File: src/rtl/bpt_pkg.sv
package bpt_pkg;

    localparam int NUM_BANKS = 4;
    localparam int BANK_W    = $clog2(NUM_BANKS);

    typedef enum logic [1:0] {
        OP_ACT = 2'd0,
        OP_RD  = 2'd1,
        OP_WR  = 2'd2,
        OP_PRE = 2'd3
    } req_op_e;

    typedef enum logic [2:0] {
        CMD_NOP,
        CMD_ACT,
        CMD_RD,
        CMD_WR,
        CMD_PRE
    } sdram_cmd_e;

    typedef struct packed {
        logic cs_n;
        logic ras_n;
        logic cas_n;
        logic we_n;
    } pin_grp_t;

    typedef struct packed {
        sdram_cmd_e        cmd;
        logic              a10;
        logic [BANK_W-1:0] ba;
        logic              err;
    } issue_t;

    function automatic pin_grp_t encode_cmd(sdram_cmd_e c);
        pin_grp_t p;
        case (c)
            CMD_ACT: p = '{cs_n: 1'b0, ras_n: 1'b0, cas_n: 1'b1, we_n: 1'b1};
            CMD_RD:  p = '{cs_n: 1'b0, ras_n: 1'b1, cas_n: 1'b0, we_n: 1'b1};
            CMD_WR:  p = '{cs_n: 1'b0, ras_n: 1'b1, cas_n: 1'b0, we_n: 1'b0};
            CMD_PRE: p = '{cs_n: 1'b0, ras_n: 1'b0, cas_n: 1'b1, we_n: 1'b0};
            default: p = '{cs_n: 1'b0, ras_n: 1'b1, cas_n: 1'b1, we_n: 1'b1};
        endcase
        return p;
    endfunction

endpackage

File: src/rtl/bank_slot.sv
module bank_slot #(
    parameter int TRP   = 3,
    parameter int CNT_W = 2
) (
    input  logic clk,
    input  logic rst,
    input  logic pre_hit,
    input  logic act_hit,
    output logic is_open,
    output logic busy
);
    localparam logic [CNT_W-1:0] RELOAD = CNT_W'(TRP - 1);

    logic [CNT_W-1:0] cnt;

    always_ff @(posedge clk) begin
        if (rst) begin
            is_open <= 1'b0;
            cnt     <= '0;
        end else if (pre_hit) begin
            is_open <= 1'b0;
            cnt     <= RELOAD;
        end else begin
            if (act_hit) is_open <= 1'b1;
            if (cnt != '0) cnt <= cnt - 1'b1;
        end
    end

    assign busy = (cnt != '0);


    act_legal_chk: assert property (@(posedge clk) disable iff (rst)
        act_hit |-> (!busy && !is_open));


    pre_close_chk: assert property (@(posedge clk) disable iff (rst)
        pre_hit |=> !is_open);


    idle_hold_chk: assert property (@(posedge clk) disable iff (rst)
        busy |=> !is_open);


    restart_chk: assert property (@(posedge clk) disable iff (rst)
        pre_hit |=> (busy == (TRP > 1)));

endmodule

File: src/rtl/req_check.sv
module req_check
    import bpt_pkg::*;
(
    input  logic                 valid,
    input  logic [1:0]           op,
    input  logic [BANK_W-1:0]    bank,
    input  logic                 all_banks,
    input  logic [NUM_BANKS-1:0] open_vec,
    input  logic [NUM_BANKS-1:0] busy_vec,
    output logic                 ready,
    output issue_t               nxt,
    output logic [NUM_BANKS-1:0] pre_mask,
    output logic [NUM_BANKS-1:0] act_mask
);
    req_op_e                op_e;
    logic [NUM_BANKS-1:0]   bank_bit;

    assign op_e     = req_op_e'(op);
    assign bank_bit = NUM_BANKS'(1) << bank;

    always_comb begin
        ready    = 1'b1;
        nxt      = '{cmd: CMD_NOP, a10: 1'b0, ba: '0, err: 1'b0};
        pre_mask = '0;
        act_mask = '0;
        if (valid) begin
            case (op_e)
                OP_PRE: begin
                    nxt.cmd = CMD_PRE;
                    if (all_banks) begin
                        nxt.a10  = 1'b1;
                        pre_mask = '1;
                    end else begin
                        nxt.ba   = bank;
                        pre_mask = bank_bit;
                    end
                end
                OP_ACT: begin
                    if (busy_vec[bank]) begin
                        ready = 1'b0;
                    end else if (open_vec[bank]) begin
                        nxt.err = 1'b1;
                    end else begin
                        nxt.cmd  = CMD_ACT;
                        nxt.ba   = bank;
                        act_mask = bank_bit;
                    end
                end
                default: begin
                    if (open_vec[bank]) begin
                        nxt.cmd = (op_e == OP_RD) ? CMD_RD : CMD_WR;
                        nxt.ba  = bank;
                    end else begin
                        nxt.err = 1'b1;
                    end
                end
            endcase
        end
    end

endmodule

File: src/rtl/cmd_out_stage.sv
module cmd_out_stage
    import bpt_pkg::*;
(
    input  logic              clk,
    input  logic              rst,
    input  issue_t            nxt,
    output pin_grp_t          pins,
    output logic              a10,
    output logic [BANK_W-1:0] ba,
    output logic              err
);
    always_ff @(posedge clk) begin
        if (rst) begin
            pins <= encode_cmd(CMD_NOP);
            a10  <= 1'b0;
            ba   <= '0;
            err  <= 1'b0;
        end else begin
            pins <= encode_cmd(nxt.cmd);
            a10  <= nxt.a10;
            ba   <= nxt.ba;
            err  <= nxt.err;
        end
    end


    err_nop_chk: assert property (@(posedge clk) disable iff (rst)
        err |-> (pins == encode_cmd(CMD_NOP)));


    all_pre_ba_chk: assert property (@(posedge clk) disable iff (rst)
        (a10 && pins == encode_cmd(CMD_PRE)) |-> (ba == '0));

endmodule

File: src/rtl/bank_precharge_tracker.sv
module bank_precharge_tracker
    import bpt_pkg::*;
#(
    parameter int TRP_CYCLES = 3
) (
    input  logic              clk,
    input  logic              rst,
    input  logic              req_valid,
    input  logic [1:0]        req_op,
    input  logic [BANK_W-1:0] req_bank,
    input  logic              req_all,
    output logic              req_ready,
    output logic              sd_cs_n,
    output logic              sd_ras_n,
    output logic              sd_cas_n,
    output logic              sd_we_n,
    output logic              sd_a10,
    output logic [BANK_W-1:0] sd_ba,
    output logic              req_err
);
    localparam int CNT_W = (TRP_CYCLES > 1) ? $clog2(TRP_CYCLES) : 1;

    logic [NUM_BANKS-1:0] open_vec, busy_vec, pre_mask, act_mask;
    issue_t               nxt;
    pin_grp_t             pins;

    for (genvar g = 0; g < NUM_BANKS; g++) begin : g_bank
        bank_slot #(.TRP(TRP_CYCLES), .CNT_W(CNT_W)) u_slot (
            .clk     (clk),
            .rst     (rst),
            .pre_hit (pre_mask[g]),
            .act_hit (act_mask[g]),
            .is_open (open_vec[g]),
            .busy    (busy_vec[g])
        );
    end

    req_check u_chk (
        .valid     (req_valid),
        .op        (req_op),
        .bank      (req_bank),
        .all_banks (req_all),
        .open_vec  (open_vec),
        .busy_vec  (busy_vec),
        .ready     (req_ready),
        .nxt       (nxt),
        .pre_mask  (pre_mask),
        .act_mask  (act_mask)
    );

    cmd_out_stage u_out (
        .clk  (clk),
        .rst  (rst),
        .nxt  (nxt),
        .pins (pins),
        .a10  (sd_a10),
        .ba   (sd_ba),
        .err  (req_err)
    );

    assign sd_cs_n  = pins.cs_n;
    assign sd_ras_n = pins.ras_n;
    assign sd_cas_n = pins.cas_n;
    assign sd_we_n  = pins.we_n;


    rw_open_chk: assert property (@(posedge clk) disable iff (rst)
        (nxt.cmd == CMD_RD || nxt.cmd == CMD_WR) |-> open_vec[nxt.ba]);


    stall_quiet_chk: assert property (@(posedge clk) disable iff (rst)
        (req_valid && !req_ready) |=> (pins == encode_cmd(CMD_NOP) && !req_err));

endmodule

File: config.mk
export PLATFORM = sky130hd
export DESIGN_NAME = bank_precharge_tracker
export DESIGN_NICKNAME = d
export VERILOG_FILES = /design/src/rtl/bpt_pkg.sv /design/src/rtl/bank_slot.sv /design/src/rtl/req_check.sv /design/src/rtl/cmd_out_stage.sv /design/src/rtl/bank_precharge_tracker.sv
export SDC_FILE = /design/constraint.sdc
export NUM_CORES = 1
export LEC_CHECK = 0
export BUFFER_PORTS_ARGS = -buffer_cell sky130_fd_sc_hd__buf_4
export CAP_MARGIN = 5
export CORE_MARGIN = 8
export CORE_UTILIZATION = 40
export CTS_CLUSTER_SIZE = 25
export DETAILED_ROUTE_END_ITERATION = 16
export PLACE_DENSITY_LB_ADDON = 0.05
export RECOVER_POWER = 100
export SETUP_SLACK_MARGIN = 0.2
export SLEW_MARGIN = 15
export SYNTH_ARGS = -nofsm -noshare
export SYNTH_HDL_FRONTEND = slang
export SYNTH_SLANG_ARGS = --single-unit
export TNS_END_PERCENT = 30
File: constraint.sdc
create_clock -name clk -period 2.6 [get_ports clk]
set_clock_uncertainty 0.05 [all_clocks]
set_input_delay 0.39 -clock clk [delete_from_list [all_inputs] [get_ports clk]]
set_output_delay 0.39 -clock clk [all_outputs]
set_load 0.02 [all_outputs]
==> results.ini <==
[status]
status = complete, no violations

[power]
p_leak_nw = 0.385
power_density_mw_per_mm2 = 518
ir_drop_mv = 0.344
finalPower_mw = 0.517

[timing]
rsz0062_at_grt = no
layout_min_cycle_time_ns = 2.03
finalHoldViolations = 0
worstMarginPinSlew_ns = 0.822
slew_viol_final = 0
final.setup.worst_slack_ns = 0.574
worst_hold_slack_ns = 0.297
max_freq_ghz = 0.494
slew_headroom_pct = 44.5
setup_violations = 0
setup-tns-final_ns = 0
post-route-period-util_pct = 77.9

[synth]
synth_top_area_share_pct = 41.7
synth_top_family_by_area = simple AND/OR/NAND/NOR gates
synthSimpleGateAreaFrac_pct = 27.2
synth_area_leaders = dfxtp_1, ha_1, a21oi_1
synth-edff-count = 0
synth_xor_area_share_pct = 0
ys_seq_area_share_pct = 41.7
syn_inst = 96
synth_compound_area_share_pct = 14.1
synthAdderAreaFrac_pct = 4.12
syn_area_per_cell_um2 = 9.50
yosys.cell_types.count = 36
synthTopCellsByCount = dfxtp_1, a21oi_1, nand2_1
synth-seq-cells = 19
async_flop_share_pct = 0
ys_warn_count = 0
synth.most_common_cell = dfxtp_1
synth_mux_area_share_pct = 5.76
ys.flop_type = dfxtp_1
yosysTopAreaCell = dfxtp_1
syn-cell-area_um2 = 912
syn-num-nets = 107

[global_routing]
grt_overflow = 0
first_global_vias = 655
antenna_found_initial = 0
grt_start_max_net_pins = 12
grt_pass1_wl_mm = 3.29
gr-usage-all-layers_pct = 9.99

[clocking]
clockRootBuffer = clkbuf_4
post_cts_resized = 0
cts.sink_count = 19
clk_latency_ns = 0.30
cts_tree = built
clockBufferDepth = 2
path_clk_slew_ns = 0.11
cts_hold_buf = 0
numCtsBuffers = 3
cts_setup_buffers = 0
cts.htree.levels = 1

[setup_path]
r2r_end = u_out.ba[0]$_SDFF_PP0_
cp-startpoint = g_bank[2].u_slot.cnt[1]$_SDFFE_PP0P_
path_class = reg2out
r2r-start = g_bank[3].u_slot.cnt[0]$_SDFFE_PP0P_
r2r_slack_ns = 0.78
critPathMaxFanout = 3
arrival_ns = 1.59
cp-endpoint = req_ready
cp-end-kind = primary output
cp-start-kind = flop
cp.required_ns = 2.16
reg2reg_depth = 4

[placement]
dpl_worst_slack_ns = 0.595
gp_congestion = 0.773
io_buffers = 15
placedInstanceArea_mm2 = 0.00102
dp_hpwl_mm = 1.47

[cells_and_area]
nets = 120
drive_gt1_share_pct = 8.33
stdcell_area_um2 = 998
syn_to_final_growth_pct = 9.47
ff_latch_area_um2 = 380
antenna_cells = 0
multiInputGateArea_um2 = 463
n_fill_cell = 232

[routing]
num_vias = 736
drt_iter0_drc = 16
drt_first_pass_iters = 4
drtAntennaViolNets = 0
wl_mm = 1.95
drc = 0
routedWlPerCell_um = 14.4
via_per_inst = 5.41

[floorplanning]
die_h_um = 63.8
die_width_um = 63.8
initial_utilization_pct = 41.6
num_io_pins = 17
rows = 17
die-area_mm2 = 0.00406
core-area_mm2 = 0.00219

[hold_path]
hold_class = in2reg

[flow_run]
drv_cap = 0

kinds of logic after synthesis:
family                   count (synthesis)
AO/OA/AOI/OAI                           18
adder cells (fa/ha/maj)                  3
buffers and inverters                   12
flip-flops                              19
multiplexers                             4
other                                    1
AND/OR/NAND/NOR                         39
cell type report:
class	instances	share of cell area (%)
clock buffer	4	2.63
inverter	5	1.88
multi-input combinational	65	46.4
sequential	19	38.1
tap	28	3.51
timing repair buffer	15	7.52
how the worst min path moves through the flow:
stage	startpoint	cells past startpoint	end
2_1_floorplan	g_bank[3].u_slot.cnt[0]$_SDFFE_PP0P_	1	g_bank[3].u_slot.cnt[0]$_SDFFE_PP0P_
3_3_place_gp	g_bank[3].u_slot.cnt[0]$_SDFFE_PP0P_	1	g_bank[3].u_slot.cnt[0]$_SDFFE_PP0P_
3_5_place_dp	g_bank[3].u_slot.cnt[0]$_SDFFE_PP0P_	1	g_bank[3].u_slot.cnt[0]$_SDFFE_PP0P_
4_1_cts	req_all	2	u_out.a10$_SDFF_PP0_
5_1_grt	req_all	2	u_out.a10$_SDFF_PP0_
6_report	req_all	2	u_out.a10$_SDFF_PP0_
metrics by stage:
stage / instances / util (%)
CTS: 136 / 47.6
finish: 136 / 45.6
global placement: 132 / 46.4
floorplan: 96 / -
global route: 136 / 45.6
detailed placement: 132 / 46.4
state kept, by name (all words and copies together) (netlist names):
name / count
g_bank.u_slot.cnt: 8
g_bank.u_slot.is_open: 4
u_out.a10: 1
u_out.ba: 2
u_out.err: 1
u_out.pins: 3
placed cells by master (no fill, tap or decap), types with 2 or more instances in the layout:
cell type / count
a21oi_1: 6
a32o_1: 3
and3_1: 3
and4_1: 2
and4b_1: 2
buf_4: 5
clkbuf_1: 11
clkbuf_4: 3
dfxtp_1: 19
ha_1: 3
inv_1: 5
mux2i_1: 3
nand2_1: 6
nand2b_1: 2
nand3_1: 2
nor2_1: 4
nor2b_1: 3
nor3_1: 2
nor4_1: 3
nor4b_1: 3
o21ai_0: 4
critical path: stages (launching register included):
cell and delay [ns]:
dfxtp_1 0.34, nor4b_1 0.48, nor4_1 0.14, nand3_1 0.11, clkbuf_1 0.23
report_power, final:
group | internal, mW | switching (mW) | leakage (nW)
clock network | 0.0597 | 0.0871 | 0.0150
logic | 0.0262 | 0.0438 | 0.216
registers | 0.297 | 0.00271 | 0.154
metal layers:
layer / vias to the layer above / routed length [µm] / track usage (%)
li1: 373 / - / -
met4: 0 / 14 / 3.34
met1: 349 / 917 / 12.2
met2: 12 / 901 / 15.1
met5: - / 0 / 0
met3: 2 / 119 / 4.70
No activity file was read; power rests on OpenSTA's default activity.
